`src/rtl/pk_pkg.sv`:
```
package pk_pkg;

   typedef enum logic {
      RES_BIT = 1'b0,
      RES_NIB = 1'b1
   } res_kind_e;

   typedef struct packed {
      res_kind_e  kind;
      logic       scalar;
      logic [1:0] src_wc;
      logic [1:0] dst_wc;
      logic       zero_en;
   } pack_cfg_t;

   function automatic int unsigned min_u(input int unsigned a, input int unsigned b);
      return (a < b) ? a : b;
   endfunction

   function automatic int unsigned max_u(input int unsigned a, input int unsigned b);
      return (a > b) ? a : b;
   endfunction

   // destination element size selected by the destination-width code
   function automatic int unsigned elem_bits(input logic [1:0] dst_wc, input int unsigned reg_w);
      case (dst_wc)
         2'b00:   return reg_w;
         2'b01:   return 8;
         2'b10:   return 16;
         default: return 32;
      endcase
   endfunction

   // number of results sharing one destination register
   function automatic int unsigned group_len(input pack_cfg_t c, input int unsigned reg_w,
                                             input int unsigned vl_max);
      int unsigned half;
      half = elem_bits(c.dst_wc, reg_w) / 2;
      if (c.kind == RES_BIT) begin
         if (c.scalar) return vl_max;
         return 32'd1 << c.src_wc;
      end
      case (c.src_wc)
         2'b00:   return 1;
         2'b01:   return 2;
         2'b10:   return min_u(4, half);
         default: return min_u(8, half);
      endcase
   endfunction

   // width of the written field (results plus zero padding)
   function automatic int unsigned field_bits(input pack_cfg_t c, input int unsigned reg_w,
                                              input int unsigned nib_w, input int unsigned vl_max);
      if (c.kind == RES_BIT) return reg_w;
      return min_u(reg_w, max_u(elem_bits(c.dst_wc, reg_w), nib_w * group_len(c, reg_w, vl_max)));
   endfunction

endpackage

```
`src/rtl/pk_cfg_decode.sv`:
```
module pk_cfg_decode
   import pk_pkg::*;
#(
   parameter int unsigned REG_W  = 64,
   parameter int unsigned VL_MAX = 16,
   parameter int unsigned NIB_W  = 4,
   parameter int unsigned GS_W   = 5
) (
   input  pack_cfg_t         cfg,
   output logic [GS_W-1:0]   grp_last,
   output logic [REG_W-1:0]  field_mask
);

   int unsigned glen;
   int unsigned fbits;

   always_comb begin
      glen     = group_len(cfg, REG_W, VL_MAX);
      fbits    = field_bits(cfg, REG_W, NIB_W, VL_MAX);
      grp_last = GS_W'(glen - 1);
   end

   for (genvar b = 0; b < REG_W; b++) begin : g_field
      localparam int unsigned BPOS = b;
      assign field_mask[b] = (fbits > BPOS);
   end

endmodule

```
`src/rtl/pk_lane_place.sv`:
```
module pk_lane_place
   import pk_pkg::*;
#(
   parameter int unsigned REG_W = 64,
   parameter int unsigned NIB_W = 4,
   parameter int unsigned GS_W  = 5
) (
   input  res_kind_e         kind,
   input  logic [GS_W-1:0]   off,
   input  logic [NIB_W-1:0]  res,
   input  logic              pred,
   input  logic              zero_en,
   output logic [REG_W-1:0]  set_bits,
   output logic [REG_W-1:0]  clr_bits
);

   logic drop;
   assign drop = ~pred & ~zero_en;

   for (genvar b = 0; b < REG_W; b++) begin : g_lane
      localparam int unsigned LANE = b / NIB_W;
      localparam int unsigned SUB  = b % NIB_W;
      localparam int unsigned BPOS = b;
      logic hit;
      logic val;
      assign hit = (kind == RES_NIB) ? (32'(off) == LANE) : (32'(off) == BPOS);
      assign val = (kind == RES_NIB) ? res[SUB] : res[0];
      assign set_bits[b] = hit & pred & val;
      assign clr_bits[b] = hit & drop;
   end

endmodule

```
`src/rtl/pk_accum.sv`:
```
module pk_accum #(
   parameter int unsigned REG_W = 64,
   parameter int unsigned IDX_W = 4,
   parameter int unsigned GS_W  = 5
) (
   input  logic              clk,
   input  logic              rst_n,
   input  logic              start,
   input  logic              in_valid,
   input  logic              in_last,
   input  logic [GS_W-1:0]   grp_last,
   input  logic [REG_W-1:0]  field_mask,
   input  logic [REG_W-1:0]  set_bits,
   input  logic [REG_W-1:0]  clr_bits,
   output logic [GS_W-1:0]   off_cnt,
   output logic              busy,
   output logic              wr_en,
   output logic [IDX_W-1:0]  wr_idx,
   output logic [REG_W-1:0]  wr_data,
   output logic [REG_W-1:0]  wr_bmask,
   output logic              done
);

   logic [IDX_W-1:0] reg_cnt;
   logic [REG_W-1:0] acc_data;
   logic [REG_W-1:0] acc_clr;
   logic             accept;
   logic             flush;
   logic [REG_W-1:0] nxt_data;
   logic [REG_W-1:0] nxt_clr;

   assign accept   = busy & in_valid & ~start;
   assign flush    = accept & ((off_cnt == grp_last) | in_last);
   assign nxt_data = acc_data | set_bits;
   assign nxt_clr  = acc_clr | clr_bits;

   always_ff @(posedge clk) begin
      if (!rst_n) begin
         busy     <= 1'b0;
         off_cnt  <= '0;
         reg_cnt  <= '0;
         acc_data <= '0;
         acc_clr  <= '0;
         wr_en    <= 1'b0;
         wr_idx   <= '0;
         wr_data  <= '0;
         wr_bmask <= '0;
         done     <= 1'b0;
      end else begin
         wr_en <= flush;
         done  <= accept & in_last;
         if (start) begin
            busy     <= 1'b1;
            off_cnt  <= '0;
            reg_cnt  <= '0;
            acc_data <= '0;
            acc_clr  <= '0;
         end else if (accept) begin
            if (flush) begin
               wr_idx   <= reg_cnt;
               wr_data  <= nxt_data;
               wr_bmask <= field_mask & ~nxt_clr;
               off_cnt  <= '0;
               reg_cnt  <= reg_cnt + 1'b1;
               acc_data <= '0;
               acc_clr  <= '0;
            end else begin
               off_cnt  <= off_cnt + 1'b1;
               acc_data <= nxt_data;
               acc_clr  <= nxt_clr;
            end
            if (in_last) busy <= 1'b0;
         end
      end
   end

endmodule

```
`src/rtl/pk_packer.sv`:
```
module pk_packer
   import pk_pkg::*;
#(
   parameter int unsigned REG_W  = 64,
   parameter int unsigned VL_MAX = 16,
   parameter int unsigned NIB_W  = 4,
   localparam int unsigned IDX_W = $clog2(VL_MAX),
   localparam int unsigned GS_W  = $clog2(VL_MAX + 1)
) (
   input  logic              clk,
   input  logic              rst_n,
   input  logic              start,
   input  logic              cfg_kind,
   input  logic              cfg_scalar,
   input  logic [1:0]        cfg_src_wc,
   input  logic [1:0]        cfg_dst_wc,
   input  logic              cfg_zero,
   input  logic              in_valid,
   input  logic [NIB_W-1:0]  in_res,
   input  logic              in_pred,
   input  logic              in_last,
   output logic              busy,
   output logic              wr_en,
   output logic [IDX_W-1:0]  wr_idx,
   output logic [REG_W-1:0]  wr_data,
   output logic [REG_W-1:0]  wr_bmask,
   output logic              done
);

   if (VL_MAX < 8) begin : g_bad_vl
      $error("VL_MAX must cover the densest group of eight");
   end
   if (VL_MAX > REG_W) begin : g_bad_scalar
      $error("scalar packing needs VL_MAX <= REG_W");
   end
   if (NIB_W * 8 > REG_W || REG_W < 32) begin : g_bad_reg
      $error("register too narrow for the densest nibble group");
   end

   pack_cfg_t         cfg_q;
   logic [GS_W-1:0]   grp_last;
   logic [REG_W-1:0]  field_mask;
   logic [REG_W-1:0]  set_bits;
   logic [REG_W-1:0]  clr_bits;
   logic [GS_W-1:0]   off_cnt;

   always_ff @(posedge clk) begin
      if (!rst_n) begin
         cfg_q <= '0;
      end else if (start) begin
         cfg_q.kind    <= res_kind_e'(cfg_kind);
         cfg_q.scalar  <= cfg_scalar;
         cfg_q.src_wc  <= cfg_src_wc;
         cfg_q.dst_wc  <= cfg_dst_wc;
         cfg_q.zero_en <= cfg_zero;
      end
   end

   pk_cfg_decode #(
      .REG_W(REG_W), .VL_MAX(VL_MAX), .NIB_W(NIB_W), .GS_W(GS_W)
   ) u_dec (
      .cfg        (cfg_q),
      .grp_last   (grp_last),
      .field_mask (field_mask)
   );

   pk_lane_place #(
      .REG_W(REG_W), .NIB_W(NIB_W), .GS_W(GS_W)
   ) u_place (
      .kind     (cfg_q.kind),
      .off      (off_cnt),
      .res      (in_res),
      .pred     (in_pred),
      .zero_en  (cfg_q.zero_en),
      .set_bits (set_bits),
      .clr_bits (clr_bits)
   );

   pk_accum #(
      .REG_W(REG_W), .IDX_W(IDX_W), .GS_W(GS_W)
   ) u_acc (
      .clk        (clk),
      .rst_n      (rst_n),
      .start      (start),
      .in_valid   (in_valid),
      .in_last    (in_last),
      .grp_last   (grp_last),
      .field_mask (field_mask),
      .set_bits   (set_bits),
      .clr_bits   (clr_bits),
      .off_cnt    (off_cnt),
      .busy       (busy),
      .wr_en      (wr_en),
      .wr_idx     (wr_idx),
      .wr_data    (wr_data),
      .wr_bmask   (wr_bmask),
      .done       (done)
   );

endmodule

```
`config.mk`:
```
export PLATFORM = sky130hd
export DESIGN_NAME = pk_packer
export DESIGN_NICKNAME = d
export VERILOG_FILES = /design/src/rtl/pk_pkg.sv /design/src/rtl/pk_cfg_decode.sv /design/src/rtl/pk_lane_place.sv /design/src/rtl/pk_accum.sv /design/src/rtl/pk_packer.sv
export SDC_FILE = /design/constraint.sdc
export NUM_CORES = 1
export LEC_CHECK = 0
export BUFFER_PORTS_ARGS = -buffer_cell sky130_fd_sc_hd__buf_2
export CORE_AREA = 2 2 168 170
export CTS_CLUSTER_DIAMETER = 40
export DETAILED_ROUTE_END_ITERATION = 12
export DIE_AREA = 0 0 170 172
export MAX_ROUTING_LAYER = met4
export SLEW_MARGIN = 20
export SYNTH_ARGS = -nofsm -noshare
export SYNTH_HDL_FRONTEND = slang
export SYNTH_SLANG_ARGS = --single-unit
export TNS_END_PERCENT = 20
```
`constraint.sdc`:
```
create_clock -name clk -period 3.7 [get_ports clk]
set_input_delay 0.555 -clock clk [delete_from_list [all_inputs] [get_ports clk]]
set_output_delay 0.555 -clock clk [all_outputs]
set_load 0.1 [all_outputs]
```
==> out/results.tsv <==
stage	metric	value	unit
cells_and_area	layout cell share with drive strength beyond 1	0.1821	
clock_tree	Num Clock Sinks	279	
global_route	global-route wire length before repair	51.02	mm
cells_and_area	number of antenna diodes	0	
yosys	Avg Synthesized Cell Area	8.627	um2
yosys	count leader, synth	dfxtp_1	
clock_tree	Skew-Pair Late Insertion Delay	530	ps
sta	Worst-Margin Slew	1015	ps
die	die width	170	um
setup_path	Startpoint Class	flip-flop	
pwr	PwrDens	587.0	nW/um2
detailed_routing	Detail Route Antenna Nets	0	
die	io pins	152	
global_route	initial antenna violation count	0	
pwr	worst ir drop on vdd	0.3885	mV
min_path	min-delay worst type	input port to flip-flop	
die	Chip Height	172	um
sta	setup TNS	0	ps
yosys	post-synth top area cell	dfxtp_1	
clock_tree	CTS tree	yes	
detailed_routing	DR WL/cell	17.94	um
setup_path	Reg2Reg Launch Point	cfg_q[1]	
sta	minimum clock period	3336	ps
global_route	gr ovfl total	0	
die	Initial Utilization	0.4122	
clock_tree	CTS root buf	clkbuf_16	
yosys	asr flop ratio synth	0	
yosys	EDFF count, synth	0	
die	die area	29240	um2
setup_path	worst flop-to-flop path endpoint	u_acc.wr_bmask[34]	
yosys	top cells by count, synth	dfxtp_1 (279), a21oi_1 (190), nor2_1 (184), nand2_1 (141), clkbuf_1 (65)	
detailed_routing	starting DRC count in detailed routing	783	
job	# Max-Cap Violations	0	
sta	clock skew	33.26	ps
yosys	Mapped Area	11330	um2
global_route	number of global-route vias before repair	9054	
status	status	finished clean	
global_route	total track usage	0.2277	
yosys	Ys Warns	0	
min_path	hold path start	cfg_scalar	
sta	Final setup violation count	0	
detailed_routing	first drt pass iteration count	5	
placed_design	HPWL Detailed	21.94	mm
sta	RSZ-0062 raised after global routing	no	
setup_path	CP required	4110	ps
placed_design	Buffers on Ports	151	
detailed_routing	drt via density	5.435	
yosys	post-synthesis cell type count	52	
sta	period utilisation layout	0.9017	
yosys	Seq/Total Area, Yosys	0.4931	
clock_tree	clock-pin slew on the worst setup and hold paths	50	ps
yosys	Yosys top cell area share	0.4931	
placed_design	routability cong.	0.8982	
sta	Final Hold Vio Count	0	
die	row cnt	61	
setup_path	worst-path maximum fanout	10	
cells_and_area	layout filler cell count	2633	
detailed_routing	DR vias	9762	
setup_path	reg2reg setup slack	360	ps
sta	max-slew violations	0	
yosys	post-synthesis register bit count	279	
cells_and_area	Layout Nets	1453	
clock_tree	TritonCTS buffer count	40	
pwr	static leakage	6.092	nW
setup_path	endpoint type of the worst setup path	flip-flop	
setup_path	critical path's largest stage delay	430	ps
setup_path	crit path DAT	3740	ps
setup_path	Buf+Inv Stages, Crit Path	2	
min_path	WHS Path Cells	3	
setup_path	R2R depth	14	
sta	normalized max-slew margin	0.3226	
clock_tree	Setup Fix Bufs, Post-CTS	0	
detailed_routing	# DRC	0	
yosys	syn_nets	1347	
setup_path	CP top delay family	compound AO/OA/AOI/OAI gates	
setup_path	crit-path cells	inv_1 > ha_1 > nand2_1 > nor2_1 > o21ai_0 > ha_1 > a21oi_1 > o211ai_1 > and2_1 > buf_4 > nor2_1 > a2111o_1 > and3_1 > a32o_1	
yosys	Area contributors post-synth	dfxtp_1 (49%), a21oi_1 (8.4%), nor2_1 (6.1%)	
die	Core Region	27480	um2
detailed_routing	Routed WL	32.23	mm
setup_path	slowest cell on the critical path	a2111o_1	
clock_tree	deepest clock path buffer count	3	
cells_and_area	Area Growth Syn to Fin	21.13	%
sta	Max Fclk	0.2997	GHz
min_path	Worst Hold Endpoint	cfg_q[5]	
yosys	Synth Instances	1313	
global_route	largest net degree at the start of global routing	80	
yosys	Synth Flop Type	dfxtp_1	
clock_tree	H-Tree Depth	2	
sta	hold_ws	318.9	ps
setup_path	Crit Path Class	flip-flop to flip-flop	
## worst max path at each step
stage                               to  depth (start not counted)  slack [ps]     start
floorplan            u_acc.wr_bmask[4]                         14         800  cfg_q[1]
global placement    u_acc.wr_bmask[46]                         14         270  cfg_q[1]
detailed placement  u_acc.wr_bmask[45]                         14         200  cfg_q[1]
CTS                 u_acc.wr_bmask[45]                         14         190  cfg_q[1]
global route        u_acc.wr_bmask[35]                         14          80  cfg_q[1]
finish              u_acc.wr_bmask[34]                         14         360  cfg_q[1]
## cell usage in the layout (no fill, tap or decap), types with 5 or more instances in the layout
| cell | n |
|---|---|
| a21oi_1 | 190 |
| clkinv_4 | 6 |
| a31o_2 | 9 |
| and3_1 | 23 |
| buf_4 | 23 |
| a32o_1 | 18 |
| o211a_1 | 64 |
| a31oi_1 | 5 |
| a21boi_1 | 32 |
| nand2_1 | 141 |
| clkbuf_16 | 42 |
| inv_1 | 9 |
| clkbuf_8 | 5 |
| mux2i_1 | 8 |
| o21ai_0 | 11 |
| nor3b_1 | 9 |
| nand3_1 | 49 |
| nor3_1 | 33 |
| nand4_1 | 7 |
| or3_1 | 11 |
| clkbuf_1 | 5 |
| and2_1 | 17 |
| xnor2_1 | 6 |
| dfxtp_1 | 279 |
| bufinv_16 | 6 |
| o31ai_1 | 10 |
| buf_2 | 150 |
| ha_1 | 17 |
| nor2_1 | 182 |
| nand2b_1 | 6 |
| nor2b_1 | 21 |
## per-layer routing
| metal | vias to the layer above | part of all wire | track usage |
|---|---|---|---|
| met5 | - | 0 | - |
| met4 | 0 | 0.028 | 0.07469 |
| met3 | 62 | 0.053 | 0.03227 |
| met2 | 284 | 0.44 | 0.3494 |
| met1 | 4610 | 0.48 | 0.3106 |
| li1 | 4806 | - | - |
## registers in the layout, indices dropped and copies added (netlist names)
signal          cells
cfg_q               7
u_acc.busy          1
u_acc.wr_bmask     64
u_acc.acc_clr      64
u_acc.wr_data      64
u_acc.wr_en         1
u_acc.acc_data     64
u_acc.reg_cnt       4
u_acc.done          1
u_acc.wr_idx        4
u_acc.off_cnt       5
## kinds of logic after synthesis
logic type,after synthesis,share of synthesized area
buffers and inverters,120,0.04650
muxes,9,0.008395
DFF,279,0.4931
and+or+nand+nor,515,0.2072
xor gates and xnor gates,10,0.008396
adders and majority gates,17,0.01878
AOI/OAI and AO/OA,363,0.2176
## final cells by class
class / count / area [um2] / area share
clock buffer: 52 / 1139 / 0.08298
clock inverter: 21 / 330.3 / 0.02407
inverter: 9 / 33.78 / 0.002462
multi-input combinational: 914 / 5236 / 0.3816
sequential: 279 / 5585 / 0.4071
tap: 346 / 432.9 / 0.03155
timing repair buffer: 175 / 963.4 / 0.07022
## tightest hold or removal path, stage by stage
cell,delay (ps)
buf_2,80
mux2i_1,50
nor2b_1,100
## where the power goes
group | internal, W | leakage, nW | switching, W
logic | 0.000168 | 3.13 | 0.000703
registers | 0.00307 | 2.26 | 0.0000426
clock network | 0.00263 | 0.709 | 0.00144
total | 0.00587 | 6.09 | 0.00219
## timing repair
| action | 4_1_cts | 5_1_grt |
|---|---|---|
| hold endpoints to repair | 0 | 0 |
| setup endpoints to repair | 0 | 6 |
| resized for setup | 0 | 1 |
| hold buffers | 0 | 0 |
## through the flow
stage	total power [W]	std cells	instance area (um2)	utilization	worst slack, ps
floorplan	0.003880	1313	11330	-	795.6
global placement	0.004046	1723	12250	0.4459	267.9
detailed placement	0.004048	1723	12250	0.4459	203.9
CTS	0.008123	1796	13720	0.4994	186.3
global route	0.008316	1796	13720	0.4994	79.68
finish	0.008054	1796	13720	0.4994	363.8
Power figures use the tool's default switching activity.
